### src/rtl/seu_mon_pkg.sv
package seu_mon_pkg;
  typedef enum logic [1:0] {
    PAT_WALK1 = 2'd0,
    PAT_WALK0 = 2'd1,
    PAT_ALT   = 2'd2,
    PAT_BYTE  = 2'd3
  } pat_e;

  // pulse line indices
  localparam int LINE_CTRL = 0;
  localparam int LINE_A    = 1;
  localparam int LINE_B    = 2;
  localparam int LINE_C    = 3;
  localparam int NUM_CH    = 3;
endpackage

### src/rtl/seu_voter.sv
module seu_voter #(
  parameter int W = 16
) (
  input  logic [W-1:0] a_i,
  input  logic [W-1:0] b_i,
  input  logic [W-1:0] c_i,
  output logic [W-1:0] y_o
);
  assign y_o = (a_i & b_i) | (a_i & c_i) | (b_i & c_i);
endmodule

### src/rtl/seu_shift_reg.sv
module seu_shift_reg #(
  parameter int W         = 16,
  parameter bit REDUNDANT = 1'b0
) (
  input  logic         clk_i,
  input  logic         rst_i,
  input  logic         load_i,
  input  logic [W-1:0] seed_i,
  output logic [W-1:0] q_o
);
  localparam int COPIES = REDUNDANT ? 3 : 1;

  logic [W-1:0] cp_q [COPIES];
  logic [W-1:0] cur;
  logic [W-1:0] rot;

  function automatic logic [W-1:0] rotl1(input logic [W-1:0] v);
    return {v[W-2:0], v[W-1]};
  endfunction

  generate
    if (REDUNDANT) begin : g_vote
      seu_voter #(.W(W)) u_vote (
        .a_i(cp_q[0]), .b_i(cp_q[1]), .c_i(cp_q[2]), .y_o(cur)
      );
    end else begin : g_single
      assign cur = cp_q[0];
    end
  endgenerate

  assign rot = rotl1(cur);

  generate
    for (genvar i = 0; i < COPIES; i++) begin : g_copy
      always_ff @(posedge clk_i) begin
        if (rst_i || load_i) cp_q[i] <= seed_i;
        else                 cp_q[i] <= rot;
      end
    end
  endgenerate

  assign q_o = cur;
endmodule

### src/rtl/seu_period_ctr.sv
module seu_period_ctr #(
  parameter int PERIOD = 256
) (
  input  logic clk_i,
  input  logic rst_i,
  output logic end_o
);
  localparam int CW = (PERIOD > 2) ? $clog2(PERIOD) : 1;
  localparam logic [CW-1:0] LAST = CW'(PERIOD - 1);

  logic [CW-1:0] cnt_q [3];
  logic [CW-1:0] cnt_v;
  logic [CW-1:0] cnt_nx;

  seu_voter #(.W(CW)) u_vote (
    .a_i(cnt_q[0]), .b_i(cnt_q[1]), .c_i(cnt_q[2]), .y_o(cnt_v)
  );

  function automatic logic [CW-1:0] next_count(input logic [CW-1:0] c);
    return (c == LAST) ? '0 : CW'(c + 1'b1);
  endfunction

  assign cnt_nx = next_count(cnt_v);

  generate
    for (genvar i = 0; i < 3; i++) begin : g_cnt
      always_ff @(posedge clk_i) begin
        if (rst_i) cnt_q[i] <= '0;
        else       cnt_q[i] <= cnt_nx;
      end
    end
  endgenerate

  assign end_o = (cnt_v == LAST);
endmodule

### src/rtl/seu_pulse_gen.sv
module seu_pulse_gen #(
  parameter int NCH = 3
) (
  input  logic           clk_i,
  input  logic           rst_i,
  input  logic           end_i,
  input  logic [NCH-1:0] mis_i,
  output logic [NCH:0]   pulse_o
);
  logic [NCH-1:0] err_q [3];
  logic [NCH-1:0] err_v;
  logic [NCH:0]   pls_q [3];
  logic [NCH-1:0] err_acc;

  seu_voter #(.W(NCH)) u_err_vote (
    .a_i(err_q[0]), .b_i(err_q[1]), .c_i(err_q[2]), .y_o(err_v)
  );
  seu_voter #(.W(NCH+1)) u_pls_vote (
    .a_i(pls_q[0]), .b_i(pls_q[1]), .c_i(pls_q[2]), .y_o(pulse_o)
  );

  assign err_acc = err_v | mis_i;

  generate
    for (genvar i = 0; i < 3; i++) begin : g_copy
      always_ff @(posedge clk_i) begin
        if (rst_i) begin
          err_q[i] <= '0;
          pls_q[i] <= '0;
        end else if (end_i) begin
          err_q[i] <= '0;
          pls_q[i] <= {~err_acc, 1'b1};
        end else begin
          err_q[i] <= err_acc;
          pls_q[i] <= '0;
        end
      end
    end
  endgenerate
endmodule

### src/rtl/seu_pulse_monitor.sv
module seu_pulse_monitor
  import seu_mon_pkg::*;
#(
  parameter int WIDTH  = 16,
  parameter int PERIOD = 256
) (
  input  logic             clk_i,
  input  logic             rst_i,
  input  logic [1:0]       pat_sel_i,
  input  logic [WIDTH-1:0] loop_i,
  output logic [WIDTH-1:0] loop_o,
  output logic [3:0]       pulse_o
);
  localparam int PW = NUM_CH + 1;

  function automatic logic [WIDTH-1:0] seed_of(input logic [1:0] sel);
    logic [WIDTH-1:0] s;
    s = '0;
    case (pat_e'(sel))
      PAT_WALK1: s[0] = 1'b1;
      PAT_WALK0: begin s = '1; s[0] = 1'b0; end
      PAT_ALT:   for (int i = 0; i < WIDTH; i++) s[i] = (i % 2 == 0);
      PAT_BYTE:  for (int i = 0; i < WIDTH && i < 8; i++) s[i] = 1'b1;
      default:   s = '0;
    endcase
    return s;
  endfunction

  // named internal events
  logic              period_end;
  logic [WIDTH-1:0]  seed;
  logic [WIDTH-1:0]  tmr_a_q, tmr_b_q, sff_a_q, sff_b_q;
  logic [NUM_CH-1:0] mis_vec;
  logic [PW-1:0]     pulse_w;

  assign seed = seed_of(pat_sel_i);

  seu_period_ctr #(.PERIOD(PERIOD)) u_ctr (
    .clk_i(clk_i), .rst_i(rst_i), .end_o(period_end)
  );

  seu_shift_reg #(.W(WIDTH), .REDUNDANT(1'b1)) u_tmr_a (
    .clk_i(clk_i), .rst_i(rst_i), .load_i(period_end), .seed_i(seed), .q_o(tmr_a_q)
  );
  seu_shift_reg #(.W(WIDTH), .REDUNDANT(1'b1)) u_tmr_b (
    .clk_i(clk_i), .rst_i(rst_i), .load_i(period_end), .seed_i(seed), .q_o(tmr_b_q)
  );
  seu_shift_reg #(.W(WIDTH), .REDUNDANT(1'b0)) u_sff_a (
    .clk_i(clk_i), .rst_i(rst_i), .load_i(period_end), .seed_i(seed), .q_o(sff_a_q)
  );
  seu_shift_reg #(.W(WIDTH), .REDUNDANT(1'b0)) u_sff_b (
    .clk_i(clk_i), .rst_i(rst_i), .load_i(period_end), .seed_i(seed), .q_o(sff_b_q)
  );

  assign loop_o = sff_b_q;

  assign mis_vec[LINE_A-1] = (tmr_a_q != tmr_b_q);
  assign mis_vec[LINE_B-1] = (sff_a_q != sff_b_q);
  assign mis_vec[LINE_C-1] = (loop_i  != sff_a_q);

  seu_pulse_gen #(.NCH(NUM_CH)) u_pulse (
    .clk_i(clk_i), .rst_i(rst_i), .end_i(period_end), .mis_i(mis_vec), .pulse_o(pulse_w)
  );

  assign pulse_o = pulse_w;
endmodule

### config.mk
export PLATFORM = sky130hd
export DESIGN_NAME = seu_pulse_monitor
export DESIGN_NICKNAME = d
export VERILOG_FILES = /design/src/rtl/seu_mon_pkg.sv /design/src/rtl/seu_voter.sv /design/src/rtl/seu_shift_reg.sv /design/src/rtl/seu_period_ctr.sv /design/src/rtl/seu_pulse_gen.sv /design/src/rtl/seu_pulse_monitor.sv
export SDC_FILE = /design/constraint.sdc
export NUM_CORES = 1
export LEC_CHECK = 0
export BUFFER_PORTS_ARGS = -buffer_cell sky130_fd_sc_hd__buf_2
export CAP_MARGIN = 15
export CORE_MARGIN = 5
export CORE_UTILIZATION = 35
export CTS_BUF_LIST = sky130_fd_sc_hd__clkbuf_16
export DETAILED_ROUTE_END_ITERATION = 10
export PLACE_DENSITY_LB_ADDON = 0.2
export RECOVER_POWER = 25
export SYNTH_ARGS = -nofsm -noshare
export SYNTH_HDL_FRONTEND = slang
export SYNTH_HIERARCHICAL = 1
export SYNTH_SLANG_ARGS = --single-unit
### constraint.sdc
create_clock -name clk_i -period 3 [get_ports clk_i]
set_clock_uncertainty 0.15 [all_clocks]
set_input_delay 0.6 -clock clk_i [delete_from_list [all_inputs] [get_ports clk_i]]
set_output_delay 0.6 -clock clk_i [all_outputs]
set_load 0.01 [all_outputs]
### Word level (Yosys, flattened, before mapping)

Memory sizes are Yosys's and may differ from the RTL's.
Index checks and enable logic that the tools add are counted.

| cells by class | value |
|---|---|
| add/sub/neg operators | 1 |
| equality and inequality tests | 7 |
| mux-type cells | 41 |
| bitwise operators | 48 |
| reduce and logical (&&, ||, !) cells | 6 |

Operator list:

| cell | number |
|---|---|
| two-way mux 16 bit | 8 |
| bitwise AND 16 bit | 6 |
| OR 16 bit | 4 |
| inequality test 16 bit | 3 |
| two-way mux 8 bit | 4 |
| OR reduction 16 bit | 2 |
| bitwise AND 8 bit | 3 |
| two-way mux 4 bit | 6 |
| OR 1 bit | 21 |
| two-way mux 3 bit | 6 |
| OR 8 bit | 2 |
| case mux 8 bit (2 select lines) | 1 |
| two-way mux 1 bit | 14 |
| case mux 7 bit (2 select lines) | 1 |
| bitwise AND 4 bit | 3 |
| bitwise AND 3 bit | 3 |
| OR 3 bit | 3 |
| adder 8 x 1 -> 8 bit (second input constant) | 1 |
| == test 8 bit (second input constant) | 1 |
| OR 4 bit | 2 |
| == test 2 bit (second input constant) | 2 |
| NOT 3 bit | 1 |
| OR reduction 3 bit | 1 |
| == test 2 x 1 -> 1 bit (second input constant) | 1 |
| other kinds (4) | 4 |

| storage, ports and cells | value |
|---|---|
| register bits | 0 |
| bits in writable memories | 173 |
| bits of input ports | 20 |
| output and inout port bits | 20 |
| logic and storage cells | 110 |
| memories kept | 7 |

Memory list:

| memory | words | bits a word | read ports | clocked after Yosys merged registers in | write ports | line | text |
|---|---|---|---|---|---|---|---|
| u_tmr_a.cp_q | 3 | 16 | 3 | 0 | 3 | seu_shift_reg.sv:13 | `logic [W-1:0] cp_q [COPIES];` |
| u_tmr_b.cp_q | 3 | 16 | 3 | 0 | 3 | seu_shift_reg.sv:13 |  |
| u_ctr.cnt_q | 3 | 8 | 3 | 0 | 3 | seu_period_ctr.sv:11 | `logic [CW-1:0] cnt_q [3];` |
| u_sff_a.cp_q | 1 | 16 | 1 | 0 | 1 | seu_shift_reg.sv:13 |  |
| u_sff_b.cp_q | 1 | 16 | 1 | 0 | 1 | seu_shift_reg.sv:13 |  |
| u_pulse.pls_q | 3 | 4 | 3 | 0 | 3 | seu_pulse_gen.sv:12 | `logic [NCH:0] pls_q [3];` |
| +1 memories | n/a | n/a | n/a | n/a | n/a | n/a |  |

### Longest topological paths before layout

Gate-level depths: netlist of run 1.

| depth | value |
|---|---|
| depth in word-level cells | 9 |
| depth in mapped cells | 7 |
| mapped depth without buffers | 6 |

### By module

Netlist of run 1, hierarchy kept.

Modules (own cells, without submodules):

| module | instances | cells each | area each (sq um) | seq. area each (sq um) |
|---|---|---|---|---|
| seu_shift_reg | 4 | 34 | 569.3 | 320.3 |
| seu_pulse_monitor | 1 | 72 | 585.6 | 0.0 |
| seu_pulse_gen | 1 | 30 | 516.7 | 420.4 |
| seu_voter at u_tmr_a.g_vote.u_vote ... | 2 | 16 | 180.2 | 0.0 |
| seu_period_ctr | 1 | 38 | 335.3 | 160.2 |
| seu_voter at u_ctr.u_vote | 1 | 8 | 90.1 | 0.0 |
| seu_voter at u_pulse.u_pls_vote | 1 | 4 | 45.0 | 0.0 |
| seu_voter at u_pulse.u_err_vote | 1 | 3 | 33.8 | 0.0 |

### Worst setup path before layout of run 1

OpenSTA, ideal clock, no wires.

| timing path | value |
|---|---|
| path kind | register to register |
| from | memory u_ctr/cnt_q[1][0] (netlist bit) |
| to | memory u_sff_a.cp_q[0][10] |
| library setup time | 0.121 ns |
| data arrival time | 2.372 ns |
| data required time | 2.729 ns |
| setup slack | 0.357 ns |
| stages on the path, launching flop included | 8 |
| path buffers | 1 |
| clock period less this slack | 2.643 ns |
| cell sequence | dfxtp_1 > maj3_2 > ha_1 > nand3_2 > nor2_1 > nor2_4 > buf_12 > mux2_4 |

RTL lines:

| element | line |
|---|---|
| start, declared | seu_period_ctr.sv:11 |
| end, declared | seu_shift_reg.sv:13 |

==> results of run 1 <==
synth_stat cells:
| library cell | number | area (sq um) |
|---|---|---|
| sky130_fd_sc_hd__a21oi_1 | 2 | 10.0 |
| sky130_fd_sc_hd__a31oi_1 | 1 | 6.26 |
| sky130_fd_sc_hd__buf_12 | 4 | 80.1 |
| sky130_fd_sc_hd__conb_1 | 1 | 3.75 |
| sky130_fd_sc_hd__dfxtp_1 | 72 | 1440 |
| sky130_fd_sc_hd__edfxtp_1 | 14 | 420 |
| sky130_fd_sc_hd__ha_1 | 5 | 62.6 |
| sky130_fd_sc_hd__inv_1 | 7 | 26.3 |
| sky130_fd_sc_hd__maj3_2 | 47 | 529 |
| sky130_fd_sc_hd__mux2_2 | 24 | 270 |
| sky130_fd_sc_hd__mux2_4 | 40 | 601 |
| sky130_fd_sc_hd__nand2_1 | 4 | 15.0 |
| sky130_fd_sc_hd__nand2b_4 | 1 | 13.8 |
| sky130_fd_sc_hd__nand3_1 | 2 | 10.0 |
| sky130_fd_sc_hd__nand3_2 | 2 | 20.0 |
| sky130_fd_sc_hd__nand4_1 | 5 | 31.3 |
| sky130_fd_sc_hd__nor2_1 | 9 | 33.8 |
| sky130_fd_sc_hd__nor2_4 | 4 | 45.0 |
| sky130_fd_sc_hd__nor3_1 | 6 | 30.0 |
| sky130_fd_sc_hd__nor3_2 | 3 | 30.0 |
| sky130_fd_sc_hd__nor4_1 | 12 | 75.1 |
| sky130_fd_sc_hd__o21ai_0 | 2 | 10.0 |
| sky130_fd_sc_hd__o21bai_1 | 1 | 7.51 |
| sky130_fd_sc_hd__or2_2 | 1 | 6.26 |
| sky130_fd_sc_hd__or3_1 | 3 | 18.8 |
| sky130_fd_sc_hd__xnor2_1 | 1 | 8.76 |
| sky130_fd_sc_hd__xor2_1 | 50 | 438 |
power breakdown:
part	switching (mW)	internal [mW]	total (mW)
Sequential	0.147	1.34	1.48
Clock	0.473	0.572	1.04
Combinational	0.293	0.417	0.710
area by class of cell:
| type | instances | area, sq um | share of cell area [%] |
|---|---|---|---|
| multi-input cells | 239 | 2320 | 47.4 |
| flip-flops and latches | 86 | 1860 | 38.1 |
| well taps | 147 | 184 | 3.77 |
| repair buffers | 44 | 213 | 4.35 |
| clock buffers | 9 | 225 | 4.61 |
| inverters | 7 | 26.3 | 0.538 |
| clock inverters | 7 | 57.6 | 1.18 |
worst register-to-register path: stages (launching register included):
cell	delay, ns
sky130_fd_sc_hd__dfxtp_1	0.32
sky130_fd_sc_hd__maj3_1	0.42
sky130_fd_sc_hd__ha_1	0.27
sky130_fd_sc_hd__nand3_1	0.18
sky130_fd_sc_hd__nor2_1	0.07
sky130_fd_sc_hd__buf_4	0.20
sky130_fd_sc_hd__nor2_4	0.32
sky130_fd_sc_hd__buf_4	0.26
sky130_fd_sc_hd__mux2_4	0.31
metal layers:
layer / part of all wire (%) / wire (microns)
met4: 1.4 / 106
met5: 0 / 0
met3: 4.2 / 309
met1: 47 / 3470
met2: 47 / 3470
per-stage QoR:
stage          instance area [sq um]  total power [mW]  hold slack, ns  std cells
2_1_floorplan                   4290              2.07           0.371        336
3_3_place_gp                    4630              2.23           0.362        523
3_5_place_dp                    4630              2.23           0.381        523
4_1_cts                         4910              3.30           0.396        539
5_1_grt                         4880              3.42           0.417        539
6_report                        4880              3.24           0.389        539
sequential cells by signal, summed over array words and instances (netlist names):
| register | count |
|---|---|
| u_tmr_b/cp_q | 16 |
| u_sff_a/cp_q | 16 |
| u_pulse/err_q | 6 |
| u_tmr_a/cp_q | 16 |
| u_pulse/pls_q | 8 |
| u_ctr/cnt_q | 8 |
| u_sff_b/cp_q | 16 |
kinds of logic (layout without fill, tap and decap cells):
kind of cell	Yosys count	after routing	share of synthesized area (%)
fa+ha+maj	52	52	13.9
other cells	1	14	0.0884
simple gates	52	52	7.75
compound gates	6	6	0.796
xor+xnor	51	51	10.5
buf+inv	11	67	2.51
mux	64	64	20.5
flops	86	86	43.9
final timing paths:
kind / slack (ns) / end / cells after the start / start
worst max-delay path: 0.38 / u_tmr_a/cp_q[1][7]$_DFF_P_ / 8 / u_ctr/cnt_q[1][0]$_SDFF_PP0_
worst min-delay path: 0.39 / u_sff_b/cp_q[0][2]$_DFF_P_ / 1 / u_sff_b/cp_q[0][1]$_DFF_P_
worst max register to register: 0.38 / u_tmr_a/cp_q[1][7]$_DFF_P_ / 8 / u_ctr/cnt_q[1][0]$_SDFF_PP0_
worst min register to register: 0.39 / u_sff_b/cp_q[0][2]$_DFF_P_ / 1 / u_sff_b/cp_q[0][1]$_DFF_P_
==> impl_results.md, run 1 <==
* CP most frequent cell: sky130_fd_sc_hd__buf_4
* Final wirelength at ~7.4 mm
* Worst path required time at 3.07 ns
* Number of global-route vias before repair at 2,414
* Pin count of the biggest net entering global routing at 17
* Mapped Avg Cell Area at 13.1 sq um
* Max-slew headroom at the worst pin at 60.7%
* Slowest-stage cell, CP: sky130_fd_sc_hd__maj3_1
* GRT Resource Usage Total at 11.0%
* Maxcap violations at 0
* Setup fix buffers added after clock tree synthesis at 0
* Detailed-route vias per instance at about 4.5
* GP Congestion at 0.740
* Most common library cell in the layout ignoring fill and taps: sky130_fd_sc_hd__dfxtp_1
* Critical path peak fanout at 11
* Yosys reg bits at 86
* Commonest cells after routing, fill and taps aside: sky130_fd_sc_hd__dfxtp_1, sky130_fd_sc_hd__xor2_1, sky130_fd_sc_hd__maj3_2
* Met3 Track Usage GR at between 2 and 3%
* Total setup violations reported at the end of the flow at 0
* Total Neg Setup Slack at 0 ns
* Post-Route Utilization at around 41%
* Number of slew-limit violations in the final report at 0
* Count of buffers from port buffering at 39
* Clock buffer depth at 2
* Met1 routing resource usage after global routing at 13.5%
* Cell family contributing the most delay on the critical path: adder cells
* Detail-routed net length per standard cell at around 14 microns
* Slew at the pin with the worst max-slew slack at approximately 0.59 ns
* Antenna Violating Nets Remaining at 0
* Met2 track demand over resource at 18.1%
* Type of element capturing the critical path: flip-flop
* Total of cells resized after clock tree synthesis at 0
* Overall die area at 14,400 sq um
* Floorplan die height at 120 microns
* Period utilization at 87.4%
* Filler cells at 1,151
* Number of CTS-inserted buffers at 9
* Cell chain of the critical path: maj3_1 > ha_1 > nand3_1 > nor2_1 > buf_4 > nor2_4 > buf_4 > mux2_4
* Proportion of synthesized chip area in sequential cells at 43.9%
* Root cell of the clock tree: sky130_fd_sc_hd__clkbuf_16
* Result of the run: finished clean
* Worst-skew pair later-pin latency at 0.33 ns
* Post-layout worst setup margin at 0.377 ns
* HPWL after detailed placement at 5.37 mm
* Initial antenna violation count at 0
* RSZ-0062 raised after global routing: no
* Total number of nets in the final design at 412
* Number of standard cells after synthesis at approximately 320
* Total of hold buffers inserted after clock tree synthesis at 0
* Busiest layer in global routing: met2
* Clock-pin slew reported for the worst setup and hold paths after clock tree synthesis at 0.06 ns
* Number of design rule violations left after detail routing at 0
* Clock tree from TritonCTS: done
* Layout overhead on the synthesized area at 15.1%
* Core region area at 12,000 sq um
* Total iterations of the first detailed-routing run at 4
* Count of routing violations after the opening detailed-route iteration at 100
* Worst-case setup slack after placement at ~0.52 ns
* Highest clock rate at 381 MHz
* Classification of the worst-slack hold path: flip-flop to flip-flop
* Longest individual stage delay on the worst path at 0.42 ns
* H-tree lvl count at 3
* Ys Warns at 6
* Worst path bufs/invs at 2
* Starting density of the core at 35.5%
* Power per standard cell area at 663 nW/um^2
* Maximum VDD drop at approximately 0.26 mV
* First-pass GRT wire length at ~12 mm
* Number of sinks handled by clock tree synthesis at between 80 and 90
* Standard-cell rows at 40
* Data arrival at the endpoint of the critical path at 2.69 ns
* Leakage component of the power at 2.01 nW
* Post-synthesis instance area at 4240 sq um
* Via count at roughly 2.4k
* Number of top-level pins at 40
* Critical path class: flip-flop to flip-flop
* Share of final-layout standard cells stronger than drive strength 1 at roughly two fifths
* Number of distinct library cell variants in the gate-level netlist after synthesis at 27
* DIE WIDTH at ~120 microns
* N_diodes at 0
* Final critical delay including setup and external delays at about 2.6 ns
* Sort of element at the start of the critical path: flip-flop
* GR Overflow Total at 0
* Hold Fails Final Rpt at 0
No activity file was read; power rests on OpenSTA's default activity.
==> run 2: changes to the inputs <==
--- a/config.mk
+++ b/config.mk
@@ -7,6 +7,7 @@
 export LEC_CHECK = 0
 export BUFFER_PORTS_ARGS = -buffer_cell sky130_fd_sc_hd__buf_2
 export CAP_MARGIN = 15
+export CORE_ASPECT_RATIO = 2
 export CORE_MARGIN = 5
 export CORE_UTILIZATION = 35
 export CTS_BUF_LIST = sky130_fd_sc_hd__clkbuf_16
==> impl_results.md, run 2 (synthesis gave the netlist of run 1 again) <==
* Number of global-route vias before repair at 2,510 (+4.0%)
* Worst path required time at 3.07 ns (about the same)
* Hold Fails Final Rpt at 0 (unchanged)
* Type of element capturing the critical path: flip-flop
* Detailed-route vias per instance at 4.61 (+3.4%)
* Result of the run: finished clean
* Detail-routed net length per standard cell at 15.2 microns (+11%)
* GRT Resource Usage Total at 11.7% (+0.79 points)
* Worst-case setup slack after placement at 0.529 ns (+0.00964 ns)
* GP Congestion at 0.816 (+10%)
* Maximum VDD drop at 0.443 mV (+73%)
* Worst-skew pair later-pin latency at 0.33 ns (about the same)
* Via count at 2,478 (+3.2%)
* H-tree lvl count at 3 (unchanged)
* Slowest-stage cell, CP: sky130_fd_sc_hd__nor2_4
* Commonest cells after routing, fill and taps aside: sky130_fd_sc_hd__dfxtp_1, sky130_fd_sc_hd__xor2_1, sky130_fd_sc_hd__maj3_2
* Overall die area at 14,600 sq um (+0.93%)
* Starting density of the core at 35.2% (-0.27 points)
* RSZ-0062 raised after global routing: no
* Antenna Violating Nets Remaining at 0 (unchanged)
* First-pass GRT wire length at 12.9 mm (+4.8%)
* Setup fix buffers added after clock tree synthesis at 0 (unchanged)
* Root cell of the clock tree: sky130_fd_sc_hd__clkbuf_16
* Most common library cell in the layout ignoring fill and taps: sky130_fd_sc_hd__dfxtp_1
* Number of sinks handled by clock tree synthesis at 86 (unchanged)
* Layout overhead on the synthesized area at 14.9%
* Total Neg Setup Slack at 0 ns (unchanged)
* Total setup violations reported at the end of the flow at 0 (unchanged)
* Power per standard cell area at 670 nW/um^2 (+1.1%)
* Clock-pin slew reported for the worst setup and hold paths after clock tree synthesis at 0.07 ns (about the same)
* Floorplan die height at 166 microns (+38%)
* Total iterations of the first detailed-routing run at 3 (-1)
* Longest individual stage delay on the worst path at 0.48 ns (+0.06 ns)
* Initial antenna violation count at 0 (unchanged)
* Sort of element at the start of the critical path: flip-flop
* Slew at the pin with the worst max-slew slack at 0.657 ns (+0.0665 ns)
* Critical path peak fanout at 16 (+5)
* Final critical delay including setup and external delays at 2.61 ns (-0.0133 ns)
* GR Overflow Total at 0 (unchanged)
* Total of cells resized after clock tree synthesis at 0 (unchanged)
* Number of CTS-inserted buffers at 9 (unchanged)
* N_diodes at 0 (unchanged)
* Maxcap violations at 0 (unchanged)
* Highest clock rate at 383 MHz (+0.51%)
* Data arrival at the endpoint of the critical path at 2.68 ns (about the same)
* Cell chain of the critical path: maj3_1 > ha_1 > nand3_1 > nor2_1 > buf_4 > nor2_4 > mux2_2
* Period utilization at 87.0% (-0.44 points)
* Count of routing violations after the opening detailed-route iteration at 105 (+5.0%)
* Core region area at 12,100 sq um (+0.76%)
* Classification of the worst-slack hold path: flip-flop to flip-flop
* Critical path class: flip-flop to flip-flop
* Total number of nets in the final design at 411 (-0.24%)
* Number of slew-limit violations in the final report at 0 (unchanged)
* Max-slew headroom at the worst pin at 56.2% (-4.4 points)
* Number of top-level pins at 40 (unchanged)
* Count of buffers from port buffering at 39 (unchanged)
* Pin count of the biggest net entering global routing at 18 (+1)
* Clock buffer depth at 2 (unchanged)
* DIE WIDTH at 87.9 microns (-27%)
* Post-Route Utilization at 40.5% (-0.37 points)
* Hold WS at 0.399 ns (+0.00955 ns)
* Post-layout worst setup margin at 0.390 ns (+0.0133 ns)
* Leakage component of the power at 2.01 nW (about the same)
* Final wirelength at 8.17 mm (+11%)
* Standard-cell rows at 57 (+43%)
* Clock tree from TritonCTS: done
* Share of final-layout standard cells stronger than drive strength 1 at 41.2% (-0.41 points)
* Number of design rule violations left after detail routing at 0 (unchanged)
* Total of hold buffers inserted after clock tree synthesis at 0 (unchanged)
* HPWL after detailed placement at 6.16 mm (+15%)
-- run 2: changes by cell type in the layout (fill, tap and decap cells not counted) --
cell,before,now
sky130_fd_sc_hd__maj3_2,45,44
sky130_fd_sc_hd__inv_6,2,6
sky130_fd_sc_hd__maj3_1,2,3
sky130_fd_sc_hd__inv_4,0,1
sky130_fd_sc_hd__clkinv_2,1,0
sky130_fd_sc_hd__clkinv_4,1,0
sky130_fd_sc_hd__inv_8,1,0
sky130_fd_sc_hd__buf_4,5,4
sky130_fd_sc_hd__clkinvlp_4,2,0
-- run 2: through the flow --
step	std cells	area, sq um	power [mW]
final	538	4880	3.27
after global routing	538	4880	3.44
after CTS	538	4910	3.34
after detailed placement	522	4620	2.26
after global placement	522	4620	2.25
after floorplan	336	4290	2.07
-- run 2: area by class of cell --
cell class | instances | area (sq um)
Multi-Input combinational cell | 239 | 2320
Timing Repair Buffer | 43 | 205
Inverter | 7 | 26.3
Tap cell | 147 | 184
Clock inverter | 7 | 58.8
Fill cell | 1176 | 7180
Clock buffer | 9 | 225
Sequential cell | 86 | 1860
-- run 2: power breakdown --
part	switching [mW]	internal, mW
clock	0.474	0.579
sequential	0.161	1.34
combinational	0.302	0.416
-- run 2: layer usage --
metal / routed length [microns] / share of wire [%] / track usage [%] / up-vias
met2: 4480 / 55 / 21.6 / 49
met4: 297 / 3.6 / 6.01 / 0
met1: 3040 / 37 / 11.8 / 1138
met3: 358 / 4.4 / 2.63 / 16
li1: - / - / - / 1275
met5: 0 / 0 / 0 / -
-- run 2: path summary, 6_finish.rpt --
| check | startpoint | to | slack (ns) | cells past startpoint |
|---|---|---|---|---|
| worst max-delay path | u_ctr/cnt_q[1][0]$_SDFF_PP0_ | u_sff_b/cp_q[0][1]$_DFF_P_ | 0.39 | 7 |
| worst min-delay path | u_sff_b/cp_q[0][6]$_DFF_P_ | u_sff_b/cp_q[0][7]$_DFF_P_ | 0.40 | 1 |
| worst max register to register | u_ctr/cnt_q[1][0]$_SDFF_PP0_ | u_sff_b/cp_q[0][1]$_DFF_P_ | 0.39 | 7 |
| worst min register to register | u_sff_b/cp_q[0][6]$_DFF_P_ | u_sff_b/cp_q[0][7]$_DFF_P_ | 0.40 | 1 |
-- run 2: critical path: cells and delay by family, from the launching register on --
| family | cells | cell delay, ns |
|---|---|---|
| adder cells (fa/ha/maj) | 2 | 0.69 |
| AND/OR/NAND/NOR | 3 | 0.72 |
| buffers and inverters | 1 | 0.20 |
| flip-flops | 1 | 0.32 |
| multiplexers | 1 | 0.40 |
==> run 3: changes to the inputs <==
--- a/config.mk
+++ b/config.mk
@@ -5,13 +5,14 @@
 export SDC_FILE = /design/constraint.sdc
 export NUM_CORES = 1
 export LEC_CHECK = 0
-export BUFFER_PORTS_ARGS = -buffer_cell sky130_fd_sc_hd__buf_2
+export ABC_AREA = 1
 export CAP_MARGIN = 15
 export CORE_ASPECT_RATIO = 2
 export CORE_MARGIN = 5
 export CORE_UTILIZATION = 35
 export CTS_BUF_LIST = sky130_fd_sc_hd__clkbuf_16
 export DETAILED_ROUTE_END_ITERATION = 10
+export DONT_BUFFER_PORTS = 1
 export PLACE_DENSITY_LB_ADDON = 0.2
 export RECOVER_POWER = 25
 export SYNTH_ARGS = -nofsm -noshare
==> impl_results.md, run 3 <==
* Clock buffer depth at 2 (unchanged)
* Sort of element at the start of the critical path: flip-flop
* List of most frequent post-synthesis cells: sky130_fd_sc_hd__nand2_1, sky130_fd_sc_hd__inv_1, sky130_fd_sc_hd__dfxtp_1
* Detail-routed net length per standard cell at 10.5 microns (-31%)
* Number of design rule violations left after detail routing at 0 (unchanged)
* Most area-hungry cell type in the Yosys netlist: sky130_fd_sc_hd__nand2_1
* Antenna Violating Nets Remaining at 0 (unchanged)
* Mapped Avg Cell Area at 6.25 sq um (-52%)
* Worst setup path startpoint: u_ctr/cnt_q[1][0]$_SDFF_PP0_
* Number of slew-limit violations in the final report at 0 (unchanged)
* GR Overflow Total at 0 (unchanged)
* Highest clock rate at 429 MHz (+12%)
* Top area cells in the synthesized netlist: sky130_fd_sc_hd__nand2_1, sky130_fd_sc_hd__dfxtp_1, sky130_fd_sc_hd__nand3_2
* Ys Warns at 6 (unchanged)
* Worst path required time at 2.94 ns (-0.13 ns)
* Most numerous cell in the Yosys netlist: sky130_fd_sc_hd__nand2_1
* Post-layout worst setup margin at 0.666 ns (+0.276 ns)
* Overall die area at 17,500 sq um (+20%)
* Sequential cell fraction of total power at 45.2% (-0.6 points)
* Number of top-level pins at 40 (unchanged)
* Worst r2r src: u_ctr/cnt_q[1][0]$_SDFF_PP0_
* Proportion of synthesized chip area in sequential cells at 36.0% (-7.9 points)
* Type of element capturing the critical path: flip-flop
* Power dissipated by switching net loads at 1.06 mW (+13%)
* Yosys reg bits at 86 (unchanged)
* Classification of the worst-slack hold path: primary input to flip-flop
* Layout overhead on the synthesized area at 9.58%
* Maxcap violations at 0 (unchanged)
* Post-route non-filler standard cell count at 1,044 (+94%)
* Result of the run: finished clean
* Number of sinks handled by clock tree synthesis at 86 (unchanged)
* Share of final-layout standard cells stronger than drive strength 1 at 8.13% (-33 points)
* Proportion of total power due to net switching at 32.2% (+3.6 points)
* Starting density of the core at 35.3% (+0.075 points)
* Max-slew headroom at the worst pin at 61.1% (+4.9 points)
* Area share of the largest cell type after synthesis at 31.4% (-2.5 points)
* Total placed cells including tap cells at 1,028 (+97%)
* Total Neg Setup Slack at 0 ns (unchanged)
* Total number of nets in the final design at 869 (+110%)
* Number of CTS-inserted buffers at 9 (unchanged)
* Core region area at 14,700 sq um (+22%)
* Total of hold buffers inserted after clock tree synthesis at 0 (unchanged)
* Worst min-delay path startpoint: rst_i
* GRT Resource Usage Total at 13.5% (+1.8 points)
* Data arrival at the endpoint of the critical path at 2.27 ns (-0.41 ns)
* Cell internal pwr at 2.22 mW (-4.5%)
* RSZ-0062 raised after global routing: no
* Number of global-route vias before repair at 4,063 (+62%)
* Total iterations of the first detailed-routing run at 5 (+2)
* Pin count of the biggest net entering global routing at 71 (+53)
* Final wirelength at 11.0 mm (+34%)
* Power per standard cell area at 579 nW/um^2 (-14%)
* Total Power Consumption at 3.28 mW (+0.48%)
* Floorplan die height at 182 microns (+9.8%)
* Total of cells resized after clock tree synthesis at 0 (unchanged)
* Async set or reset register ratio after synthesis at 0% (unchanged)
* Total setup violations reported at the end of the flow at 0 (unchanged)
* FF+latch area at 1860 sq um (unchanged)
* Clock tree from TritonCTS: done
* Slew at the pin with the worst max-slew slack at 0.583 ns (-0.0731 ns)
* Number of distinct library cell variants in the gate-level netlist after synthesis at 21 (-22%)
* Via count at 4,524 (+83%)
* Critical path peak fanout at 31 (+15)
* Setup fix buffers added after clock tree synthesis at 0 (unchanged)
* Maximum VDD drop at 0.273 mV (-38%)
* N_diodes at 0 (unchanged)
* Filler cells at 1,623 (+38%)
* Hold Fails Final Rpt at 0 (unchanged)
* Multi-input gate area at 2880 sq um (+25%)
* Post-synthesis instance area at 5170 sq um (+22%)
* Clock-pin slew reported for the worst setup and hold paths after clock tree synthesis at 0.06 ns (about the same)
* Standard-cell rows at 63 (+11%)
* Placed inst area at 5410 sq um (+17%)
* GP Congestion at 0.730 (-10%)
* Clk pwr share at 33.1% (+0.9 points)
* Commonest cells after routing, fill and taps aside: sky130_fd_sc_hd__nand2_1, sky130_fd_sc_hd__inv_1, sky130_fd_sc_hd__dfxtp_1
* Number of standard cells after synthesis at 828 (+160%)
* H-tree lvl count at 3 (unchanged)
* Count of buffers from port buffering at 0 (-100%)
* First-pass GRT wire length at 18.5 mm (+43%)
* Number of enable flip-flop cells after synthesis at 14 (unchanged)
* Count of routing violations after the opening detailed-route iteration at 259 (+150%)
* Post-synth top flop: sky130_fd_sc_hd__dfxtp_1
* HPWL after detailed placement at 7.77 mm (+26%)
* Total non-filler cell area in the finished layout at 5670 sq um (+16%)
* Period utilization at 77.8% (-9.2 points)
* Root cell of the clock tree: sky130_fd_sc_hd__clkbuf_16
* Detailed-route vias per instance at 4.33 (-5.9%)
* Worst-case setup slack after placement at 0.703 ns (+0.174 ns)
* Initial antenna violation count at 0 (unchanged)
* Most common library cell in the layout ignoring fill and taps: sky130_fd_sc_hd__nand2_1
* Worst-skew pair later-pin latency at 0.34 ns (about the same)
* Final critical delay including setup and external delays at 2.33 ns (-0.276 ns)
* Combinational share of power at 21.7% (-0.3 points)
* Leakage component of the power at 3.09 nW (+54%)
* DIE WIDTH at 96.0 microns (+9.2%)
* Critical path class: flip-flop to flip-flop
## run 3: cells by family (layout without fill, tap and decap cells)
logic type | count (synthesis) | in the layout | synth area share, %
compound gates | 71 | 71 | 6.94
buf+inv | 109 | 117 | 8.68
other cells | 1 | 14 | 0.0725
xor+xnor | 1 | 1 | 0.169
simple gates | 555 | 555 | 46.9
flops | 86 | 86 | 36.0
fa+ha+maj | 5 | 5 | 1.21
## run 3: metal layers
metal	GRT usage, %	part of all wire (%)	vias up
met5	0	0	-
met4	4.62	1.4	0
met3	3.61	5.8	13
met2	21.8	45	70
met1	17.1	48	1900
li1	-	-	2541
## run 3: area by class of cell
| class | instances | area share [%] |
|---|---|---|
| Clock buffer | 9 | 3.97 |
| Clock inverter | 7 | 1.06 |
| Inverter | 97 | 6.42 |
| Multi-Input combinational cell | 646 | 50.9 |
| Sequential cell | 86 | 32.8 |
| Tap cell | 195 | 4.30 |
| Timing Repair Buffer | 4 | 0.530 |
## run 3: path summary, 6_finish.rpt
path                                            end  slack, ns  cells past startpoint
setup reg to reg  u_pulse/err_q[2][0]$_SDFFCE_PN0P_       0.67                     10
hold reg to reg         u_sff_a/cp_q[0][12]$_DFF_P_       0.33                      2
hold / removal           u_sff_b/cp_q[0][2]$_DFF_P_       0.24                      2
setup / recovery  u_pulse/err_q[2][0]$_SDFFCE_PN0P_       0.67                     10
## run 3: critical path, stage by stage, from the launching register on
cell,delay (ns)
sky130_fd_sc_hd__dfxtp_1,0.39
sky130_fd_sc_hd__nand2_1,0.07
sky130_fd_sc_hd__nand3_1,0.15
sky130_fd_sc_hd__ha_1,0.21
sky130_fd_sc_hd__nand2_1,0.10
sky130_fd_sc_hd__nor2_1,0.13
sky130_fd_sc_hd__nand2_1,0.11
sky130_fd_sc_hd__inv_2,0.44
sky130_fd_sc_hd__inv_1,0.08
sky130_fd_sc_hd__nand2_1,0.20
sky130_fd_sc_hd__nor2_1,0.06
## run 3: power groups by stage
stage / Sequential (mW) / Combinational (mW) / Clock (mW)
finish: 1.48 / 0.714 / 1.09
CTS: 1.49 / 0.728 / 1.12
global placement: 1.51 / 0.709 / 0
floorplan: 1.47 / 0.618 / 0
detailed placement: 1.51 / 0.723 / 0
global route: 1.52 / 0.848 / 1.17
## run 3: per-stage QoR
stage               hold WS, ns  util [%]
floorplan                 0.306         -
global placement          0.323      36.9
detailed placement        0.323      36.9
CTS                       0.230      38.9
global route              0.230      38.7
finish                    0.243      38.7
